$ cat config.mk
export PLATFORM = sky130hd
export DESIGN_NAME = tagq
export DESIGN_NICKNAME = d
export VERILOG_FILES = /design/src/rtl/tagq_pkg.sv /design/src/rtl/tagq_store.sv /design/src/rtl/tagq_ptrs.sv /design/src/rtl/tagq.sv
export SDC_FILE = /design/constraint.sdc
export NUM_CORES = 1
export LEC_CHECK = 0
export BUFFER_PORTS_ARGS = -buffer_cell sky130_fd_sc_hd__buf_2
export CAP_MARGIN = 10
export CORE_ASPECT_RATIO = 2
export CORE_UTILIZATION = 30
export CTS_CLUSTER_SIZE = 16
export DETAILED_ROUTE_END_ITERATION = 8
export MAX_ROUTING_LAYER = met4
export PLACE_DENSITY = 0.57
export SYNTH_ARGS = -nofsm -noshare
export SYNTH_HDL_FRONTEND = slang
export SYNTH_SLANG_ARGS = --single-unit
$ cat constraint.sdc
create_clock -name clk -period 15.7 [get_ports clk]
set_clock_uncertainty 0.15 [all_clocks]
set_input_delay 0 -clock clk [delete_from_list [all_inputs] [get_ports clk]]
set_output_delay 0 -clock clk [all_outputs]
set_load 0.03 [all_outputs]
$ cat src/rtl/tagq_pkg.sv
package tagq_pkg;
    localparam int DATA_W_DEF = 64;
    localparam int TAG_W_DEF  = 4;
    localparam int DEPTH_DEF  = 8;

    // outcome of one producer-side write attempt
    typedef enum logic [1:0] {
        WK_IDLE = 2'd0,
        WK_PUSH = 2'd1,
        WK_HELD = 2'd2,
        WK_DROP = 2'd3
    } wr_kind_e;
endpackage

$ cat src/rtl/tagq_store.sv
module tagq_store #(
    parameter int ENT_W = 68,
    parameter int DEPTH = 8,
    localparam int AW = (DEPTH > 1) ? $clog2(DEPTH) : 1
) (
    input  logic             clk,
    input  logic             we,
    input  logic [AW-1:0]    waddr,
    input  logic [ENT_W-1:0] wdata,
    input  logic [AW-1:0]    raddr,
    output logic [ENT_W-1:0] rdata
);
    logic [ENT_W-1:0] mem_q [DEPTH];

    always_ff @(posedge clk) begin
        if (we) mem_q[waddr] <= wdata;
    end

    assign rdata = mem_q[raddr];
endmodule

$ cat src/rtl/tagq_ptrs.sv
module tagq_ptrs #(
    parameter int DEPTH = 8,
    localparam int AW = (DEPTH > 1) ? $clog2(DEPTH) : 1,
    localparam int CW = $clog2(DEPTH + 1)
) (
    input  logic          clk,
    input  logic          rst_n,
    input  logic          flush,
    input  logic          push,
    input  logic          pop,
    output logic [AW-1:0] wr_ptr,
    output logic [AW-1:0] rd_ptr,
    output logic [CW-1:0] level,
    output logic          full,
    output logic          empty
);
    typedef struct packed {
        logic [AW-1:0] wp;
        logic [AW-1:0] rp;
        logic [CW-1:0] cnt;
    } ptr_s;

    localparam logic [AW-1:0] LAST = AW'(DEPTH - 1);
    localparam logic [CW-1:0] FULL_CNT = CW'(DEPTH);

    ptr_s st_d, st_q;

    always_comb begin
        st_d = st_q;
        if (flush) begin
            st_d = '0;
        end else begin
            if (push) st_d.wp = (st_q.wp == LAST) ? '0 : st_q.wp + 1'b1;
            if (pop)  st_d.rp = (st_q.rp == LAST) ? '0 : st_q.rp + 1'b1;
            case ({push, pop})
                2'b10:   st_d.cnt = st_q.cnt + 1'b1;
                2'b01:   st_d.cnt = st_q.cnt - 1'b1;
                default: st_d.cnt = st_q.cnt;
            endcase
        end
    end

    always_ff @(posedge clk) begin
        if (!rst_n) st_q <= '0;
        else        st_q <= st_d;
    end

    assign wr_ptr = st_q.wp;
    assign rd_ptr = st_q.rp;
    assign level  = st_q.cnt;
    assign full   = (st_q.cnt == FULL_CNT);
    assign empty  = (st_q.cnt == '0);
endmodule

$ cat src/rtl/tagq.sv
module tagq
    import tagq_pkg::*;
#(
    parameter int DATA_W = DATA_W_DEF,
    parameter int TAG_W  = TAG_W_DEF,
    parameter int DEPTH  = DEPTH_DEF,
    localparam int AW     = (DEPTH > 1) ? $clog2(DEPTH) : 1,
    localparam int CW     = $clog2(DEPTH + 1),
    localparam int HALF_W = DATA_W / 2,
    localparam int ENT_W  = DATA_W + TAG_W
) (
    input  logic              clk,
    input  logic              rst_n,
    input  logic              flush,
    input  logic              tag_we,
    input  logic [TAG_W-1:0]  tag_in,
    input  logic              wr_en,
    input  logic              wr_nb,
    input  logic              wr_half,
    input  logic [DATA_W-1:0] wr_data,
    input  logic              rd_en,
    input  logic              ovf_clr,
    output logic              full,
    output logic              empty,
    output logic [CW-1:0]     level,
    output logic              overflow,
    output logic [TAG_W-1:0]  tag_cur,
    output logic [DATA_W-1:0] rd_data,
    output logic [TAG_W-1:0]  rd_tag
);
    typedef struct packed {
        logic [TAG_W-1:0] tag;
        logic             ovf;
    } side_s;

    side_s    side_d, side_q;
    wr_kind_e wkind;
    logic     push, pop;
    logic [AW-1:0]     wp, rp;
    logic [DATA_W-1:0] wr_word;
    logic [ENT_W-1:0]  ent_in, ent_out;

    // classify the write attempt
    always_comb begin
        if (!wr_en || flush) wkind = WK_IDLE;
        else if (!full)      wkind = WK_PUSH;
        else if (wr_nb)      wkind = WK_DROP;
        else                 wkind = WK_HELD;
    end

    assign push = (wkind == WK_PUSH);
    assign pop  = rd_en && !empty && !flush;

    generate
        if (HALF_W > 0 && HALF_W < DATA_W) begin : g_half
            assign wr_word = wr_half ? {{(DATA_W-HALF_W){1'b0}}, wr_data[HALF_W-1:0]} : wr_data;
        end else begin : g_full
            assign wr_word = wr_data;
        end
    endgenerate

    assign ent_in = {side_q.tag, wr_word};

    always_comb begin
        side_d = side_q;
        if (tag_we)  side_d.tag = tag_in;
        if (ovf_clr) side_d.ovf = 1'b0;
        if (wkind == WK_DROP) side_d.ovf = 1'b1;
    end

    always_ff @(posedge clk) begin
        if (!rst_n) side_q <= '0;
        else        side_q <= side_d;
    end

    tagq_ptrs #(.DEPTH(DEPTH)) u_ptrs (
        .clk    (clk),
        .rst_n  (rst_n),
        .flush  (flush),
        .push   (push),
        .pop    (pop),
        .wr_ptr (wp),
        .rd_ptr (rp),
        .level  (level),
        .full   (full),
        .empty  (empty)
    );

    tagq_store #(.ENT_W(ENT_W), .DEPTH(DEPTH)) u_store (
        .clk   (clk),
        .we    (push),
        .waddr (wp),
        .wdata (ent_in),
        .raddr (rp),
        .rdata (ent_out)
    );

    assign rd_data  = ent_out[DATA_W-1:0];
    assign rd_tag   = ent_out[ENT_W-1:DATA_W];
    assign tag_cur  = side_q.tag;
    assign overflow = side_q.ovf;
endmodule

==> flow_summary.json <==
{
  "instances_no_fill": 2134,
  "rsz0062_at_grt": "false",
  "clock-sinks": 562,
  "chipWidth_um": 191,
  "hold_path.class": "input pin to flip-flop",
  "drive_gt1_frac": 0.385,
  "slowest_delay_ns": 0.79,
  "synth_edf_count": 544,
  "status": "finished, final reports clean",
  "worst-setup-path-type": "flip-flop to primary output",
  "wl_um": 48000,
  "cts_resized": 0,
  "worstMarginPinSlew_ns": 1.11,
  "finalSetupViolations": 0,
  "gp_congestion": 0.704,
  "fin_tns_setup_ns": 0,
  "final_hold_viol_count": 0,
  "fillers": 6515,
  "cp_max_fo": 39,
  "cts.hold.buffers_added": 83,
  "dr.pass1.iters": 4,
  "coreArea_um2": 70800,
  "dieArea_um2": 72900,
  "worst_path_most_repeated_cell": "buf_4",
  "yosys-top-cells-area": "edfxtp_1, mux4_2, mux2_2, dfxtp_1, nor2b_1",
  "cts_setup_buffers": 0,
  "drc": 0,
  "synthArstFlopShare": 0,
  "slew_headroom": 0.262,
  "synth_cells": 922,
  "postSynthAreaPerCell_um2": 23.3,
  "dpl.hpwl_um": 27800,
  "netlist.area_leader.share": 0.759,
  "crit_buf_inv": 3,
  "synth_area_um2": 21500,
  "synth_fp_nets": 1006,
  "ys_types": 35,
  "cts.path.max_buffers": 3,
  "setup_ws_ns": 11.50,
  "leakage_uw": 0.00825,
  "dp_cells": 1959,
  "start_kind": "flip-flop",
  "wl_per_cell_um": 22.5,
  "grt_overflow": 0,
  "vias": 9959,
  "h-tree-depth": 2,
  "die_h_um": 381,
  "worstSetupEndpointType": "primary output",
  "ctsRootBufferMaster": "clkbuf_16",
  "synth_seq_cells": 562,
  "io_buffers": 155,
  "crit_slowest_cell": "dfxtp_4",
  "cap_violations": 0,
  "cts_buffers": 50,
  "nets": 1268,
  "antenna_found_initial": 4,
  "grt_pass1_vias": 11000,
  "clock_latency_ns": 0.60,
  "dp_worst_setup_slack_ns": 11.93,
  "period_minus_slack_ns": 4.20,
  "critical_path_required_ns": 15.55,
  "grt_pass1_wl_um": 71400,
  "grt_max_degree": 74,
  "grtUsageTotal": 0.138,
  "vdd_ir_drop_max_uv": 82.4,
  "power_density_nw_per_um2": 118,
  "initial_core_util": 0.304,
  "drt_iter0_drc": 561,
  "yosysWarnings": 0,
  "via_per_inst": 4.67,
  "yosysSeqAreaShare": 0.776,
  "crit_family": "buffers and inverters",
  "hold_ws_ns": 0.0566,
  "drv_slew": 0,
  "post-synth-top-area-cell": "edfxtp_1",
  "crit_chain": "buf_4 -> buf_4 -> mux4_2 -> mux2_2 -> buf_2",
  "cp.arrival_ns": 4.05,
  "cts_tree": "yes",
  "ant_nets": 0,
  "period_share": 0.268,
  "row_count": 138,
  "syn2layout_area_growth_pct": 20.4,
  "synth_ff_type": "edfxtp_1",
  "path_clk_slew_ns": 0.07,
  "pin_count": 156,
  "max_freq_ghz": 0.238
}
[final cells by class]
cell class / instances / area [µm²] / area share
Antenna cell: 3 / 7.51 / 0.000290
Sequential cell: 562 / 16700 / 0.645
Timing Repair Buffer: 259 / 1760 / 0.0681
Multi-Input combinational cell: 308 / 4600 / 0.177
Clock buffer: 60 / 1290 / 0.0498
Tap cell: 910 / 1140 / 0.0440
Inverter: 3 / 11.3 / 0.000435
Clock inverter: 29 / 383 / 0.0148
[cells by family after synthesis]
logic type | after synthesis | synth area share
muxes | 212 | 0.182
xor gates and xnor gates | 3 | 0.00122
DFF | 562 | 0.776
adders and majority gates | 7 | 0.00407
buffers and inverters | 52 | 0.0127
and+or+nand+nor | 74 | 0.0204
AOI/OAI and AO/OA | 12 | 0.00396
[cells in the final DEF (no fill, tap or decap), types with 7 or more instances in the layout]
cell type / count
mux2i_1: 8
nor2_1: 10
clkbuf_16: 50
ha_1: 7
edfxtp_1: 544
buf_4: 21
clkbuf_1: 10
clkinv_2: 11
mux4_2: 136
dlygate4sd3_1: 83
bufinv_16: 7
dfxtp_1: 15
nor2b_1: 37
buf_2: 155
mux2_2: 68
[Yosys cell counts (2+ instances only)]
cell type and number:
dfxtp_1 18, inv_1 3, mux2_2 68, nor2b_1 37
ha_1 7, mux4_2 136, buf_6 6, or3_1 2
edfxtp_1 544, nor4_1 2, xor2_1 3, a21oi_1 4
buf_2 14, nand2_1 3, buf_1 3, nor2_1 13
mux2i_1 8, clkbuf_1 22, buf_4 4, or3b_1 2
o21ai_0 2, nand2b_1 4, nor3_1 5
[stage by stage]
step,utilization,area (µm²),total power [µW]
2_1_floorplan,-,21500,1760
3_3_place_gp,0.330,23400,1800
3_5_place_dp,0.330,23400,1810
4_1_cts,0.366,25900,3090
5_1_grt,0.366,25900,3140
6_report,0.366,25900,3040
[where the power goes]
part	leakage, µW	total (µW)	switching, µW	internal, µW
logic	0.00232	127	74.1	52.7
clock network	0.000821	1260	548	709
registers	0.00511	1660	5.94	1650
total	0.00825	3040	628	2420
[worst paths after layout]
path	slack (ns)	end	cells after the start	startpoint
max reg2reg	12.09	u_store.mem_q[3][49]$_DFFE_PP_	6	u_ptrs.level[1]$_SDFFE_PP0P_
max	11.50	rd_data[57]	5	flip-flop
min	0.06	u_store.mem_q[3][12]$_DFFE_PP_	2	wr_data[12]
min reg2reg	0.41	u_ptrs.level[3]$_SDFFE_PP0P_	2	u_ptrs.level[3]$_SDFFE_PP0P_
[sequential cells by signal, indices dropped and copies added (netlist names), named ones only]
register	cells
u_ptrs.level	4
tag_cur	4
u_ptrs.rd_ptr	3
u_ptrs.wr_ptr	3
overflow	1
u_store.mem_q	544
[routing by layer]
layer	track usage	share of wire	vias to the layer above
met2	0.249	0.55	203
met3	0.0163	0.030	71
met5	-	0	-
li1	-	-	4370
met4	0.0445	0.026	0
met1	0.156	0.40	5315
(Power assumes the default switching activity.)
